==> src/rtl/twi_mem_pkg.sv <==
package twi_mem_pkg;

  typedef enum logic [2:0] {
    ST_IDLE,
    ST_RX,
    ST_ACK,
    ST_TX,
    ST_MACK,
    ST_HOLD
  } twi_state_e;

  typedef enum logic [1:0] {
    RX_DEV,
    RX_AHI,
    RX_ALO,
    RX_DATA
  } rx_kind_e;

endpackage

==> src/rtl/twi_line_mon.sv <==
module twi_line_mon #(
  parameter int unsigned SYNC_STAGES = 2
) (
  input  logic clk,
  input  logic rst_n,
  input  logic scl_i,
  input  logic sda_i,
  output logic scl_lvl,
  output logic sda_lvl,
  output logic scl_rise,
  output logic scl_fall,
  output logic start_det,
  output logic stop_det
);

  localparam int unsigned DEPTH = SYNC_STAGES + 1;

  logic [DEPTH-1:0] scl_sh;
  logic [DEPTH-1:0] sda_sh;
  logic             scl_prv;
  logic             sda_prv;

  always_ff @(posedge clk or negedge rst_n) begin
    if (!rst_n) begin
      scl_sh <= '1;
      sda_sh <= '1;
    end else begin
      scl_sh <= {scl_sh[DEPTH-2:0], scl_i};
      sda_sh <= {sda_sh[DEPTH-2:0], sda_i};
    end
  end

  assign scl_lvl   = scl_sh[DEPTH-2];
  assign sda_lvl   = sda_sh[DEPTH-2];
  assign scl_prv   = scl_sh[DEPTH-1];
  assign sda_prv   = sda_sh[DEPTH-1];

  assign scl_rise  = scl_lvl & ~scl_prv;
  assign scl_fall  = ~scl_lvl & scl_prv;
  // data edges only count as bus conditions while the clock stays high
  assign start_det = scl_lvl & scl_prv & sda_prv & ~sda_lvl;
  assign stop_det  = scl_lvl & scl_prv & ~sda_prv & sda_lvl;

endmodule

==> src/rtl/twi_addr_ctr.sv <==
module twi_addr_ctr #(
  parameter int unsigned ADDR_W = 17,
  parameter int unsigned PAGE_W = 8
) (
  input  logic              clk,
  input  logic              rst_n,
  input  logic              load_en,
  input  logic [ADDR_W-1:0] load_val,
  input  logic              step_rd,
  input  logic              step_wr,
  output logic [ADDR_W-1:0] addr
);

  logic [ADDR_W-1:0] addr_q;
  logic [ADDR_W-1:0] addr_d;
  logic              addr_en;

  always_comb begin
    addr_d = addr_q;
    if (load_en) begin
      addr_d = load_val;
    end else if (step_rd) begin
      addr_d = addr_q + 1'b1;
    end else if (step_wr) begin
      addr_d = {addr_q[ADDR_W-1:PAGE_W], addr_q[PAGE_W-1:0] + PAGE_W'(1)};
    end
  end

  assign addr_en = load_en | step_rd | step_wr;

  always_ff @(posedge clk or negedge rst_n) begin
    if (!rst_n) begin
      addr_q <= '0;
    end else if (addr_en) begin
      addr_q <= addr_d;
    end
  end

  assign addr = addr_q;

endmodule

==> src/rtl/twi_byte_sr.sv <==
module twi_byte_sr #(
  parameter int unsigned W = 8
) (
  input  logic         clk,
  input  logic         rst_n,
  input  logic         cap_en,
  input  logic         cap_bit,
  input  logic         load_en,
  input  logic [W-1:0] load_val,
  input  logic         shl_en,
  output logic [W-1:0] data
);

  logic [W-1:0] sr_q;
  logic [W-1:0] sr_d;
  logic         sr_en;

  always_comb begin
    sr_d = sr_q;
    if (load_en) begin
      sr_d = load_val;
    end else if (cap_en) begin
      sr_d = {sr_q[W-2:0], cap_bit};
    end else if (shl_en) begin
      sr_d = {sr_q[W-2:0], 1'b0};
    end
  end

  assign sr_en = load_en | cap_en | shl_en;

  always_ff @(posedge clk or negedge rst_n) begin
    if (!rst_n) begin
      sr_q <= '0;
    end else if (sr_en) begin
      sr_q <= sr_d;
    end
  end

  assign data = sr_q;

endmodule

==> src/rtl/twi_mem_slave.sv <==
module twi_mem_slave
  import twi_mem_pkg::*;
#(
  parameter int unsigned ADDR_W      = 17,
  parameter int unsigned DATA_W      = 8,
  parameter int unsigned PAGE_W      = 8,
  parameter int unsigned SEL_W       = 2,
  parameter int unsigned SYNC_STAGES = 2,
  parameter int unsigned DEV_CODE    = 'hA
) (
  input  logic              clk,
  input  logic              rst_n,
  input  logic              scl_i,
  input  logic              sda_i,
  output logic              sda_oe,
  input  logic [SEL_W-1:0]  dev_sel,
  output logic [ADDR_W-1:0] mem_addr,
  output logic              mem_wr_en,
  output logic [DATA_W-1:0] mem_wr_data,
  input  logic [DATA_W-1:0] mem_rd_data
);

  localparam int unsigned CODE_W = DATA_W - SEL_W - 2;
  localparam int unsigned MID_W  = ADDR_W - 1 - DATA_W;
  localparam int unsigned CNT_W  = $clog2(DATA_W + 1);

  // reset: asserted asynchronously, released on the clock
  logic [1:0] rst_pipe;
  logic       rst_ni;

  always_ff @(posedge clk or negedge rst_n) begin
    if (!rst_n) begin
      rst_pipe <= 2'b00;
    end else begin
      rst_pipe <= {rst_pipe[0], 1'b1};
    end
  end

  assign rst_ni = rst_pipe[1];

  logic scl_lvl, sda_lvl, scl_rise, scl_fall, start_det, stop_det;

  twi_line_mon #(.SYNC_STAGES(SYNC_STAGES)) u_mon (
    .clk      (clk),
    .rst_n    (rst_ni),
    .scl_i    (scl_i),
    .sda_i    (sda_i),
    .scl_lvl  (scl_lvl),
    .sda_lvl  (sda_lvl),
    .scl_rise (scl_rise),
    .scl_fall (scl_fall),
    .start_det(start_det),
    .stop_det (stop_det)
  );

  twi_state_e         state_q, state_d;
  rx_kind_e           kind_q, kind_d;
  logic [CNT_W-1:0]   cnt_q, cnt_d;
  logic               rw_q, rw_d;
  logic               a16_q, a16_d;
  logic [MID_W-1:0]   ahi_q, ahi_d;
  logic               oe_q, oe_d;
  logic               mack_q, mack_d;

  logic [DATA_W-1:0]  sr_data;
  logic               sr_cap, sr_load, sr_shl;
  logic               ctr_load, step_rd, step_wr;
  logic [ADDR_W-1:0]  ctr_addr;
  logic [ADDR_W-1:0]  ctr_load_val;
  logic               wr_stb;
  logic               go_read;

  logic start_ev, stop_ev, byte_full, dev_hit;

  // a bus condition cannot be produced while this block holds the line low
  assign start_ev  = start_det & ~oe_q;
  assign stop_ev   = stop_det & ~oe_q;
  assign byte_full = (cnt_q == CNT_W'(DATA_W));
  assign dev_hit   = (sr_data[DATA_W-1 -: CODE_W] == CODE_W'(DEV_CODE)) &&
                     (sr_data[2 +: SEL_W] == dev_sel);
  assign sr_cap    = (state_q == ST_RX) && scl_rise && !byte_full;
  assign ctr_load_val = {a16_q, ahi_q, sr_data};

  twi_byte_sr #(.W(DATA_W)) u_sr (
    .clk     (clk),
    .rst_n   (rst_ni),
    .cap_en  (sr_cap),
    .cap_bit (sda_lvl),
    .load_en (sr_load),
    .load_val(mem_rd_data),
    .shl_en  (sr_shl),
    .data    (sr_data)
  );

  twi_addr_ctr #(.ADDR_W(ADDR_W), .PAGE_W(PAGE_W)) u_ctr (
    .clk     (clk),
    .rst_n   (rst_ni),
    .load_en (ctr_load),
    .load_val(ctr_load_val),
    .step_rd (step_rd),
    .step_wr (step_wr),
    .addr    (ctr_addr)
  );

  always_comb begin
    state_d  = state_q;
    kind_d   = kind_q;
    cnt_d    = cnt_q;
    rw_d     = rw_q;
    a16_d    = a16_q;
    ahi_d    = ahi_q;
    oe_d     = oe_q;
    mack_d   = mack_q;
    sr_load  = 1'b0;
    sr_shl   = 1'b0;
    ctr_load = 1'b0;
    step_rd  = 1'b0;
    step_wr  = 1'b0;
    wr_stb   = 1'b0;
    go_read  = 1'b0;

    if (start_ev) begin
      state_d = ST_RX;
      kind_d  = RX_DEV;
      cnt_d   = '0;
      oe_d    = 1'b0;
    end else if (stop_ev) begin
      state_d = ST_IDLE;
      oe_d    = 1'b0;
    end else begin
      case (state_q)
        ST_RX: begin
          if (scl_rise && !byte_full) begin
            cnt_d = cnt_q + 1'b1;
          end else if (scl_fall && byte_full) begin
            oe_d    = 1'b1;
            state_d = ST_ACK;
            case (kind_q)
              RX_DEV: begin
                if (dev_hit) begin
                  rw_d  = sr_data[0];
                  a16_d = sr_data[1];
                end else begin
                  oe_d    = 1'b0;
                  state_d = ST_IDLE;
                end
              end
              RX_AHI:  ahi_d = sr_data[MID_W-1:0];
              RX_ALO:  ctr_load = 1'b1;
              default: begin
                wr_stb  = 1'b1;
                step_wr = 1'b1;
              end
            endcase
          end
        end
        ST_ACK: begin
          if (scl_fall) begin
            cnt_d = '0;
            oe_d  = 1'b0;
            case (kind_q)
              RX_DEV: begin
                if (rw_q) begin
                  go_read = 1'b1;
                end else begin
                  state_d = ST_RX;
                  kind_d  = RX_AHI;
                end
              end
              RX_AHI: begin
                state_d = ST_RX;
                kind_d  = RX_ALO;
              end
              default: begin
                state_d = ST_RX;
                kind_d  = RX_DATA;
              end
            endcase
          end
        end
        ST_TX: begin
          if (scl_fall) begin
            if (cnt_q == CNT_W'(DATA_W - 1)) begin
              oe_d    = 1'b0;
              state_d = ST_MACK;
            end else begin
              cnt_d  = cnt_q + 1'b1;
              sr_shl = 1'b1;
              oe_d   = ~sr_data[DATA_W-2];
            end
          end
        end
        ST_MACK: begin
          if (scl_rise) begin
            mack_d = sda_lvl;
          end else if (scl_fall) begin
            cnt_d = '0;
            if (!mack_q) begin
              go_read = 1'b1;
            end else begin
              state_d = ST_HOLD;
            end
          end
        end
        default: ;
      endcase
    end

    if (go_read) begin
      state_d = ST_TX;
      sr_load = 1'b1;
      step_rd = 1'b1;
      oe_d    = ~mem_rd_data[DATA_W-1];
    end
  end

  always_ff @(posedge clk or negedge rst_ni) begin
    if (!rst_ni) begin
      state_q <= ST_IDLE;
      kind_q  <= RX_DEV;
      cnt_q   <= '0;
      rw_q    <= 1'b0;
      a16_q   <= 1'b0;
      ahi_q   <= '0;
      oe_q    <= 1'b0;
      mack_q  <= 1'b1;
    end else begin
      state_q <= state_d;
      kind_q  <= kind_d;
      cnt_q   <= cnt_d;
      rw_q    <= rw_d;
      a16_q   <= a16_d;
      ahi_q   <= ahi_d;
      oe_q    <= oe_d;
      mack_q  <= mack_d;
    end
  end

  assign sda_oe      = oe_q;
  assign mem_addr    = ctr_addr;
  assign mem_wr_en   = wr_stb;
  assign mem_wr_data = sr_data;

endmodule

==> config.mk <==
export PLATFORM = sky130hd
export DESIGN_NAME = twi_mem_slave
export DESIGN_NICKNAME = d
export VERILOG_FILES = /design/src/rtl/twi_mem_pkg.sv /design/src/rtl/twi_line_mon.sv /design/src/rtl/twi_addr_ctr.sv /design/src/rtl/twi_byte_sr.sv /design/src/rtl/twi_mem_slave.sv
export SDC_FILE = /design/constraint.sdc
export NUM_CORES = 1
export LEC_CHECK = 0
export BUFFER_PORTS_ARGS = -buffer_cell sky130_fd_sc_hd__buf_2
export CAP_MARGIN = 20
export CORE_ASPECT_RATIO = 1.5
export CORE_UTILIZATION = 25
export DETAILED_ROUTE_END_ITERATION = 7
export PLACE_DENSITY = 0.38
export SYNTH_ARGS = -nofsm -noshare
export SYNTH_HDL_FRONTEND = slang
export SYNTH_HIERARCHICAL = 1
export SYNTH_SLANG_ARGS = --single-unit
==> constraint.sdc <==
create_clock -name clk -period 2.1 [get_ports clk]
set_input_delay 0.105 -clock clk [delete_from_list [all_inputs] [get_ports clk]]
set_output_delay 0.105 -clock clk [all_outputs]
set_load 0.05 [all_outputs]
==> impl.org, run 1 <==
** Cells and area
- Net total in the final layout :: 400
- Number of inserted filler cells in the final layout :: 1236
- Layout cells sized above 1 :: 38.0%
- The number of antenna diodes in the final layout is 0.
- Post-route cell area :: 0.00410 mm^2
- Register Area :: 0.00136 mm^2
- Total area of multi-input combinational cells :: 0.00169 mm^2
- From synthesis to final layout, the design area changed by 38.2%.

** Floorplan
- Number of standard-cell rows in the floorplan :: 48
- Die boundary width :: 91.0 um
- Total Die Area :: 0.0123 mm^2
- For this design the top-level I/O count stands at 41.
- After floorplanning, the core was sized to cover 0.0115 mm^2.
- The floorplan step set the die height to 135 um.
- Initial standard-cell utilization of the core :: 25.7%

** Timing
- Final count of pins violating max slew :: 0
- In the finished design, the share of the clock period the worst path needs comes to 105%.
- Final WS setup :: -0.106 ns
- Final hold vios :: 0
- Shortest period the worst path allows :: 2.21 ns
- Post-route clock skew :: 0.0115 ns
- Setup violations remaining at the end of the flow were counted as 8.
- Setup repair after global routing missed its margin :: yes
- Timing would allow up to 0.453 GHz.
- Worst-margin pin slew :: 0.516 ns
- Across all hold checks on the routed design, the worst slack comes to 0.0457 ns.
- Worst slew margin relative to its limit :: 65.6%

** Job
- Maxcap violations :: 0

** Synth
- Yosys printed 6 warnings.
- The biggest area contributor in the post-synthesis netlist is dfrtp_1.
- Net count of the mapped netlist :: 314
- Library cells used by synthesis :: 52
- Largest cells by area after synthesis :: dfrtp_1, dfstp_2, mux2_2
- In the synthesized netlist the dominant register cell turns out to be dfrtp_1.
- Yosys reg bits :: 54
- Share of flip-flops with an asynchronous set or reset :: 100%
- The synthesized design devotes to its leading area cell type 39.6% of total area.
- Average cell area after synthesis :: 9.99 um^2
- Summed instance area of the synthesized netlist :: 0.00297 mm^2
- Fraction of the yosys area taken by sequential cells :: 45.8%
- Synth Instances :: 297
- In this run, synthesis inferred 0 flip-flops with an integrated enable.

** Route
- Total length of routed wires :: 8870 um
- In the routed layout, each cell is associated on average with a via count of 4.90.
- Summing over every cut layer, the via total after detailed routing is 2616.
- Antenna-violating nets left :: 0
- The detailed router finished its first iteration with 68 violations.
- In the final routed layout, each cell accounts on average for 16.6 um.
- Detailed Routing Iterations Pass 1 :: 4
- Count of unresolved DRC violations after routing :: 0

** CTS
- TritonCTS built the clock tree.
- Clock-pin slew was measured on the worst setup and hold paths at 0.08 ns.
- Clock insertion delay at the later pin of the skew report :: 0.29 ns
- Clock tree synthesis inserted a total of 5 buffers.
- Clock buffer depth :: 2
- CTS saw 54 sinks.
- Max H-tree Level :: 2
- CTS root buf :: clkbuf_16

** Place
- Port buffering added 40 buffers.
- The congestion estimate from routability-driven global placement came to 0.869.
- After detailed placement, the total cell area comes to 0.00369 mm^2.
- Once detailed placement completed, the half-perimeter wirelength came to 6780 um.

** Worst setup path
- On the critical path, the stage with the largest delay is an instance of dfstp_2.
- For the worst setup path, the data required time is 2.28 ns.
- Worst Setup End Kind :: register
- In this design, the stage delay of the slowest critical-path cell is 0.52 ns.
- Critical-path cell list :: and4b_1 > o21bai_2 > nand2_2 > nor2_4 > nand3_2 > or3_4 > o31a_1 > o31a_1
- Critical path's most frequent cell :: o31a_1
- Critical path class :: register to register
- For the worst setup path, the data arrival time is 2.39 ns.
- Along the worst path, the maximum fanout reaches 4.
- STA classifies the critical path startpoint as a register.
- The critical path starts at u_mon/sda_sh[2].
- RR Startpoint :: u_mon/sda_sh[2]

** Global routing
- Pin count of the biggest net entering global routing :: 33
- Summed over all layers, the global routing overflow is 0.
- For this run, the total global-route usage over all layers was measured as 15.0%.
- Number of antenna violations at the first check in global routing :: 0
- The first global-routing pass estimated 14400 um of wire.
- The via count of the first global-routing pass came to 2727.

** Worst hold path
- In this run the worst hold path is classified as primary input to register.
- In this run the most critical hold path is launched from mem_rd_data[4].

** Power
- Power per cell area :: 506 mW/mm^2
- Leak pwr :: 1.85 nW
- The worst-case IR drop observed on VDD is 0.000298 V.

** Run status
- Status :: finished, violations left
- Violated checks :: setup timing
-- registers in the layout, indices dropped and copies added (netlist names) --
signal and cells:
u_mon/scl_sh 3, u_mon/sda_sh 3, a16_q 1, sda_oe 1, u_ctr/addr 17, mack_q 1
ahi_q 8, rw_q 1, state_q 3, rst_pipe 2, cnt_q 4, kind_q 2
u_sr/data 8
-- worst paths after layout --
check                           cells past startpoint        endpoint  slack (ns)
worst max-delay path                                8  u_ctr/addr[15]       -0.11
worst min-delay path                                2    u_sr/data[4]        0.05
worst max register to register                      8  u_ctr/addr[15]       -0.11
worst min register to register                      0  u_ctr/addr[16]        0.24
max in group asynchronous                           1        ahi_q[0]        1.30
min in group asynchronous                           2     rst_pipe[1]        0.12
-- stage by stage --
step	TNS, ns	worst slack (ns)	power (mW)	util (%)	instances
5_1_grt	-2.75	-0.250	2.16	35.6	534
3_5_place_dp	-1.56	-0.289	1.14	32.0	519
2_1_floorplan	-1.45	-0.320	1.10	-	297
6_report	-0.383	-0.106	2.07	35.6	534
3_3_place_gp	-0.930	-0.234	1.14	32.0	519
4_1_cts	-0.769	-0.154	2.12	34.9	533
-- Yosys cell counts (4+ instances only) --
cell      number
mux2_2        11
nor4_1         8
nand3b_1       4
a21oi_1       10
o21ai_0       19
nand3_1        9
nand2_1       27
nor2_1        22
dfrtp_1       47
nand2b_1       5
nand4_1        6
nor3_1         5
a221o_1       10
dfstp_2        7
inv_1          7
nor2b_1       13
xnor2_1       11
nor4b_1       10
clkbuf_1       6
mux2i_1        4
-- logic make-up (layout without fill, tap and decap cells) --
group / count (synthesis) / count (layout) / share of synthesized area [%]
compound gates: 59 / 59 / 13.5
mux: 15 / 15 / 5.52
flops: 54 / 54 / 45.8
buf+inv: 20 / 107 / 3.33
xor+xnor: 14 / 14 / 4.13
fa+ha+maj: 3 / 3 / 1.26
simple gates: 131 / 131 / 26.3
other cells: 1 / 1 / 0.126
-- repair_timing --
item / CTS / global route
setup endpoints to repair: 19 / 38
buffers inserted: 5 / 2
endpoints found under the hold margin: 4 / 0
gates cloned: 0 / 0
hold buffers: 3 / 0
pin swaps: 6 / 7
resized for setup: 19 / 23
-- layout by cell type (no fill, tap or decap), drive strengths merged, types with 3 or more instances in the layout --
cell type    count
a21oi           10
a221o           10
and4b            3
buf             89
clkbuf           6
dfrtp           47
dfstp            7
dlygate4sd3      3
ha               3
inv              7
mux2            11
mux2i            4
nand2           27
nand2b           5
nand3           10
nand3b           4
nand4            7
nor2            22
nor2b           13
nor3             5
nor3b            6
nor4             8
nor4b           10
o21ai           21
o21bai           3
xnor2           11
xor2             3
-- area by class of cell --
type	count	area share, %
Inverter	7	0.640
Clock inverter	2	0.915
Clock buffer	6	3.14
Timing Repair Buffer	92	16.3
Tap cell	150	4.57
Multi-Input combinational cell	223	41.2
Sequential cell	54	33.2
-- critical path, delay by kind of cell, from the launching register on --
| kind | cells | cell delay (ns) |
|---|---|---|
| simple gates | 5 | 0.94 |
| compound gates | 3 | 0.66 |
| flops | 1 | 0.52 |
-- metal layers --
| layer | GRT usage [%] | up-vias | wire [um] |
|---|---|---|---|
| li1 | - | 1254 | - |
| met1 | 16.1 | 1301 | 3430 |
| met2 | 30.3 | 48 | 5080 |
| met3 | 2.02 | 13 | 204 |
| met4 | 4.23 | 0 | 155 |
| met5 | 0 | - | 0 |
-- power breakdown --
group / switching, mW / internal, mW
sequential: 0.0119 / 1.05
combinational: 0.0323 / 0.0277
clock: 0.387 / 0.564
No activity file was read; power rests on OpenSTA's default activity.
==> inputs of run 2 (changes only) <==
- clock period: 2.1 -> 2.4 ns (I/O delays scaled with it)
==> impl.org, run 2 (synthesis gave the netlist of run 1 again) <==
** Timing
- Post-route clock skew :: 0.0109 ns (-0.000635 ns)
- Worst-margin pin slew :: 0.589 ns (+0.0729 ns)
- The maximum frequency from static timing analysis was 0.436 GHz (-3.9%).
- Setup repair after global routing missed its margin :: yes
- The max-slew violation count is 0 (unchanged).
- Shortest period the worst path allows :: 2.30 ns (+0.0894 ns)
- Setup-violating endpoint count in the final report :: 0 (-8)
- The worst slack on hold paths is 0.0461 ns (+0.000415 ns).
- Final critical-path share of the clock period :: 95.6% (-9.4 points)
- The final hold violation count came to 0 (unchanged).
- Worst slew margin relative to its limit :: 60.7% (-4.9 points)
- The final worst setup slack is 0.105 ns (+0.211 ns).

** CTS
- Clock edge transition at the registers on the reported setup and hold paths :: 0.08 ns (about the same)
- Buffers inserted during post-CTS setup optimization :: 0 (-5)
- The H-tree depth is 2 (unchanged).
- The clock sink total was 54 (unchanged).
- TritonCTS built the clock tree.
- The largest buffer count on any clock path came to 2 (unchanged).
- The tree is rooted in a clkbuf_16.
- The number of buffers created by CTS is 5 (unchanged).
- The clock latency on the worst-skew pair was 0.30 ns (about the same).

** Worst setup path
- The worst setup path is launched from a register.
- The cell family contributing the most delay on the critical path is simple AND/OR/NAND/NOR gates.
- The worst setup path is captured at a register.
- The count of buffer and inverter cells on the critical path is 0 (unchanged).
- Cell at the slowest stage of the critical path :: dfstp_2
- The most numerous cell type found on the critical path is o31a_1.
- The arrival time at the worst endpoint was 2.48 ns (+0.09 ns).
- The data required time of the worst path is 2.58 ns (+0.30 ns).
- Critical-path cell list :: and4b_1 > o21bai_2 > nand2_2 > nor2_4 > nand3_2 > or3_4 > o31a_1 > o31a_1
- In this run the critical register-to-register path is launched from u_mon/sda_sh[2].
- The critical path in this run is classified as register to register.
- Tracing the worst setup path back leads to its startpoint at u_mon/sda_sh[2].
- The biggest cell delay along the critical path came to 0.53 ns (about the same).
- CP Max Fanout :: 4 (unchanged)

** Route
- The total via count after detailed routing is 2469 (-5.6%).
- Count of unresolved DRC violations after routing :: 0 (unchanged)
- Antenna-violating nets left :: 0 (unchanged)
- Detailed Routing Iterations Pass 1 :: 4 (unchanged)
- Routed wirelength normalized by instance count :: 16.8 um (+1.3%)
- The number of vias per cell after detailed routing is 4.80 (-1.9%).
- Total length of routed wires :: 8650 um (-2.5%)
- The number of violations reported at the end of detailed-routing iteration 0 is 93 (+37%).

** Place
- Count of buffers from port buffering :: 40 (unchanged)
- Final GP Congestion :: 0.882 (+1.4%)
- Pre-CTS setup slack :: 0.00790 ns (+0.297 ns)
- The post-detailed-placement cell area is 0.00355 mm^2 (-3.8%).
- HPWL after detailed placement :: 6740 um (-0.71%)

** Floorplan
- The horizontal extent of the die is 91.0 um (unchanged).
- Initial standard-cell utilization of the core :: 25.7% (unchanged)
- The area of the core came to 0.0115 mm^2 (unchanged).
- The full die area was 0.0123 mm^2 (unchanged).
- The I/O pin count came to 41 (unchanged).
- The die height is 135 um (unchanged).
- Number of standard-cell rows in the floorplan :: 48 (unchanged)

** Power
- The leakage power was 1.68 nW (-9.2%).
- Power per cell area :: 456 mW/mm^2 (-9.8%)
- Worst ir drop on vdd :: 0.000279 V (-6.3%)

** Global routing
- Wire length of the first global-routing pass :: 14000 um (-2.7%)
- Number of antenna violations at the first check in global routing :: 0 (unchanged)
- The total overflow reported by the global router came to 0 (unchanged).
- Via count of the first global-routing pass :: 2534 (-7.1%)
- The maximum number of pins on one net before global-route repair was 28 (-15%).
- The overall routing resource usage was 14.9% (-0.10 points).

** Cells and area
- ANT cells :: 0 (unchanged)
- Max reg flops :: 17 (unchanged)
- Most common cell after layout, fill and taps aside :: dfrtp_1
- Post-route cell area :: 0.00377 mm^2 (-8.1%)
- Area growth from synthesis to final layout :: 27.0%
- Layout cells sized above 1 :: 31.3% (-6.7 points)
- Net total in the final layout :: 380 (-5.0%)
- Top library cells by usage in the layout, fill and taps aside :: dfrtp_1, buf_2, buf_4, nand2_1, nor2_1

** Worst hold path
- Worst min path class :: primary input to register
- Launch point of the worst hold path :: mem_rd_data[4]

** Job
- The max-cap violation count was 0 (unchanged).

** Run status
- The flow ran to the end, and the final reports show no timing, DRC or antenna violations.
run 2: layer usage:
metal / GRT usage, % / share of wire, %
met1: 16.0 / 39
met2: 29.6 / 57
met3: 1.96 / 2.6
met4: 5.03 / 1.1
met5: 0 / 0
run 2: timing repair:
action                                 CTS  global route
gates resized for setup                  1             5
hold buffers                             3             0
endpoints found under the hold margin    4             0
pin swaps                                0             2
setup endpoints to repair                1             5
run 2: final cells by class:
cell class | instances | area [um^2]
fillers | 1248 | 7760
multi-input cells | 223 | 1570
flip-flops and latches | 54 | 1360
repair buffers | 72 | 473
well taps | 150 | 188
clock buffers | 5 | 125
inverters | 7 | 26.3
clock inverters | 3 | 23.8
run 2: worst paths after layout:
kind / depth (start not counted) / slack (ns) / endpoint
max: 8 / 0.10 / u_ctr/addr[15]
min: 2 / 0.05 / u_sr/data[4]
max reg2reg: 8 / 0.10 / u_ctr/addr[15]
min reg2reg: 0 / 0.27 / u_sr/data[7]
max in group asynchronous: 1 / 1.36 / mack_q
min in group asynchronous: 2 / 0.13 / rst_pipe[1]
run 2: report_power, final:
part | switching (mW) | internal, mW | total [mW]
sequential | 0.0115 | 0.920 | 0.932
combinational | 0.0263 | 0.0204 | 0.0467
clock | 0.350 | 0.391 | 0.742
run 2: stage by stage:
stage                     power (mW)  TNS (ns)  std cells  util (%)
after global routing            1.80   -0.0113        514      32.7
after global placement         0.995         0        503      30.8
after floorplan                0.962   -0.0589        297         -
after detailed placement       0.995         0        503      30.8
final                           1.72         0        514      32.7
after CTS                       1.76         0        514      32.4
==> inputs of run 3 (changes only) <==
- SYNTH_HIERARCHICAL: 1 -> not set
==> impl.org, run 3 <==
** Run status
- Status :: complete, no violations

** Worst setup path
- STA classifies the critical path endpoint as an output port.
- STA classifies the critical path startpoint as a register.
- The highest net fanout along the worst path was 14 (+10).
- Data arrival time of the worst path :: 2.16 ns (-0.32 ns)
- Critical path class :: register to output port
- CP required :: 2.28 ns (-0.30 ns)

** Timing
- Final hold vios :: 0 (unchanged)
- Post-route clock skew :: 0.0118 ns (+0.000933 ns)
- The final count of negative-setup-slack endpoints was 0 (unchanged).
- The max-slew violation count was 0 (unchanged).
- Final critical-path share of the clock period :: 94.9% (-0.68 points)
- The transition at the pin with the smallest max-transition slack is 0.714 ns (+0.125 ns).
- Shortest period the worst path allows :: 2.28 ns (-0.0164 ns)
- The setup total negative slack came to 0 ns (unchanged).
- The worst-case headroom to the max-slew limit was 52.4% (-8.4 points).
- Max frequency :: 0.439 GHz (+0.72%)
- Setup repair after global routing missed its margin :: no
- Final WS setup :: 0.121 ns (+0.0164 ns)

** Floorplan
- Initial standard-cell utilization of the core :: 25.8% (+0.098 points)
- The horizontal extent of the die was 91.1 um (+0.19%).
- Total Die Area :: 0.0124 mm^2 (+0.37%)
- Vertical extent of the die :: 136 um (+0.18%)
- The cell row count is 48 (unchanged).
- The area of the core came to 0.0115 mm^2 (unchanged).
- The I/O pin count came to 41 (unchanged).

** Synth
- Largest cells by area after synthesis :: dfrtp_1, dfstp_2, nand2_1
- Share of flip-flops with an asynchronous set or reset :: 100% (unchanged)
- The fraction of post-synthesis cell area in the top cell type by area came to 39.5% (-0.15 points).
- Summed over all instances, the cell type with the most area after synthesis is dfrtp_1.
- Yosys reg bits :: 54 (unchanged)
- Synth Area in XOR/XNOR :: 3.23% (-0.90 points)
- Summed instance area of the synthesized netlist :: 0.00298 mm^2 (+0.38%)
- The share of synthesized cell area in full adder, half adder and majority cells is 1.26% (-0.0048 points).
- The number of nets produced by synthesis came to 314 (unchanged).
- The simple-gate share of the synthesized area was 23.5% (-2.8 points).
- The synthesized area divided by synthesized cell count came to 10.0 um^2 (+0.38%).
- The synthesized-area fraction occupied by ao, oa, aoi and oai cells is 16.5% (+3.0 points).
- Yosys instantiated no cell more often than dfrtp_1.
- The sequential element share of the synthesized area came to 45.7% (-0.17 points).
- Synth Instances :: 297 (unchanged)
- Library cells used by synthesis :: 65 (+25%)
- Most used flip-flop cell after synthesis :: dfrtp_1
- By count the netlist is led by dfrtp_1, nand2_1, nor2_1.
- The number of enable-type register cells in the synthesized netlist was 0 (unchanged).
- Main combinational cell family by area after synthesis :: simple AND/OR/NAND/NOR gates
- The total of warnings raised by yosys was 0 (-6).
- The multiplexer share of the synthesized area is 6.51% (+0.99 points).

** Cells and area
- The ratio of cells with drive above 1 in the final layout came to 26.6% (-4.7 points).
- ANT cells :: 0 (unchanged)
- Leaving out fill and tap cells, the most frequent cell in the layout is dfrtp_1.
- The number of flip-flops under the largest register name was 17 (unchanged).
- In the layout the commonest cells are dfrtp_1, nand2_1, buf_2, nor2_1, nand3_1.
- The number of filler instances in the final layout came to 1239 (-0.72%).
- Compared with the post-synthesis result, the final layout area differs by 20.1%.
- The number of nets in the finished design was 366 (-3.7%).

** Global routing
- The maximum number of pins on one net before global-route repair came to 53 (+89%).
- The via count of the first global-routing pass is 2490 (-1.7%).
- Wire length of the first global-routing pass :: 14100 um (+1.1%)
- The total overflow reported by the global router is 0 (unchanged).
- The overall routing resource usage is 15.2% (+0.31 points).
- Number of antenna violations at the first check in global routing :: 0 (unchanged)

** CTS
- CTS Sinks :: 54 (unchanged)
- The clock-pin slew on the worst setup and hold paths was 0.09 ns (about the same).
- Max H-tree Level :: 2 (unchanged)
- The number of buffers created by CTS is 5 (unchanged).
- The cell sitting at the root of the clock tree is a clkbuf_16.
- The clock latency on the worst-skew pair came to 0.31 ns (about the same).
- CTS tree :: done
- The largest buffer count on any clock path came to 2 (unchanged).

** Route
- The number of violations reported at the end of detailed-routing iteration 0 is 113 (+22%).
- Count of unresolved DRC violations after routing :: 0 (unchanged)
- Vias :: 2515 (+1.9%)
- The remaining antenna violation count after routing came to 0 (unchanged).
- The number of optimization iterations in the first detailed-route pass came to 4 (unchanged).
- The number of vias per cell after detailed routing was 5.03 (+4.7%).
- Routed wirelength normalized by instance count :: 17.8 um (+5.8%)
- Total length of routed wires :: 8900 um (+2.9%)

** Power
- Worst ir drop on vdd :: 0.000333 V (+19%)
- Leak pwr :: 1.61 nW (-3.9%)
- The cell area power density is 715 mW/mm^2 (+57%).

** Place
- The half-perimeter wire length after detailed placement was 6630 um (-1.5%).
- The quantity of I/O buffers inserted on ports was 40 (unchanged).
- The post-placement worst setup slack came to 0.322 ns (+0.314 ns).
- Final GP Congestion :: 0.801 (-9.1%)

** Job
- The max-cap violation count came to 0 (unchanged).

** Worst hold path
- Worst min path class :: primary input to register
[run 3: changes by cell type in the layout (fill, tap and decap cells not counted), sizes merged, moves of 9 or more]
cell and delta:
a221o -9, and3 +9, buf -16, nand2 +18, nor2b -10, nor4b -9
[run 3: where the power goes]
| part | total, mW | switching (mW) | internal [mW] | leakage [nW] |
|---|---|---|---|---|
| registers | 1.18 | 0.174 | 1.01 | 0.708 |
| logic | 0.598 | 0.409 | 0.189 | 0.827 |
| clock network | 0.781 | 0.383 | 0.398 | 0.0748 |
[run 3: worst paths after layout]
path	slack, ns	endpoint	from	cells past startpoint
max in group asynchronous	1.53	u_sr.data[0]	rst_pipe[1]	1
max	0.12	mem_wr_en	u_mon.scl_sh[2]	6
max reg2reg	0.31	u_ctr.addr[2]	state_q[0]	5
min in group asynchronous	0.12	rst_pipe[1]	rst_n	2
min	0.02	u_sr.data[4]	mem_rd_data[4]	3
min reg2reg	0.36	u_mon.scl_sh[1]	u_mon.scl_sh[0]	0
[run 3: timing repair]
action,CTS,global route
endpoints found under the setup margin,0,1
hold endpoints to repair,4,0
hold buffers,3,0
resized for setup,0,1
setup buffers,0,0
[run 3: cell type report]
type	instances	area, um^2	area share (%)
well taps	150	188	5.24
inverters	5	18.8	0.524
repair buffers	57	338	9.44
clock buffers	5	125	3.50
flip-flops and latches	54	1360	38.0
multi-input cells	226	1520	42.5
clock inverters	3	26.3	0.734
[run 3: kinds of logic after synthesis]
kind of cell | Yosys count
xor gates and xnor gates | 11
muxes | 15
other | 1
and+or+nand+nor | 126
DFF | 54
adders and majority gates | 3
AOI/OAI and AO/OA | 70
buffers and inverters | 17
[run 3: critical path, cell delays in order, from the launching register on]
cell	delay, ns
dfstp_2	0.57
or4b_4	0.53
nor3_4	0.14
buf_4	0.23
nand2_1	0.11
inv_1	0.07
clkbuf_4	0.22
[run 3: metal layers]
layer / track usage [%] / wire [um] / up-vias
met5: 0 / 0 / -
met4: 5.91 / 216 / 0
met3: 2.24 / 250 / 13
met2: 28.7 / 4840 / 71
met1: 17.2 / 3590 / 1230
li1: - / - / 1201
[run 3: stage by stage]
| stage | util, % | hold WS [ns] | instance area (um^2) | std cells | total power, mW |
|---|---|---|---|---|---|
| finish | 31.0 | 0.0151 | 3580 | 500 | 2.56 |
| global route | 31.0 | 0.0313 | 3580 | 500 | 2.68 |
| CTS | 31.0 | 0.0149 | 3580 | 500 | 2.60 |
| detailed placement | 29.4 | -0.0941 | 3390 | 489 | 1.81 |
| global placement | 29.4 | -0.0934 | 3390 | 489 | 1.81 |
| floorplan | - | -0.176 | 2980 | 297 | 1.56 |
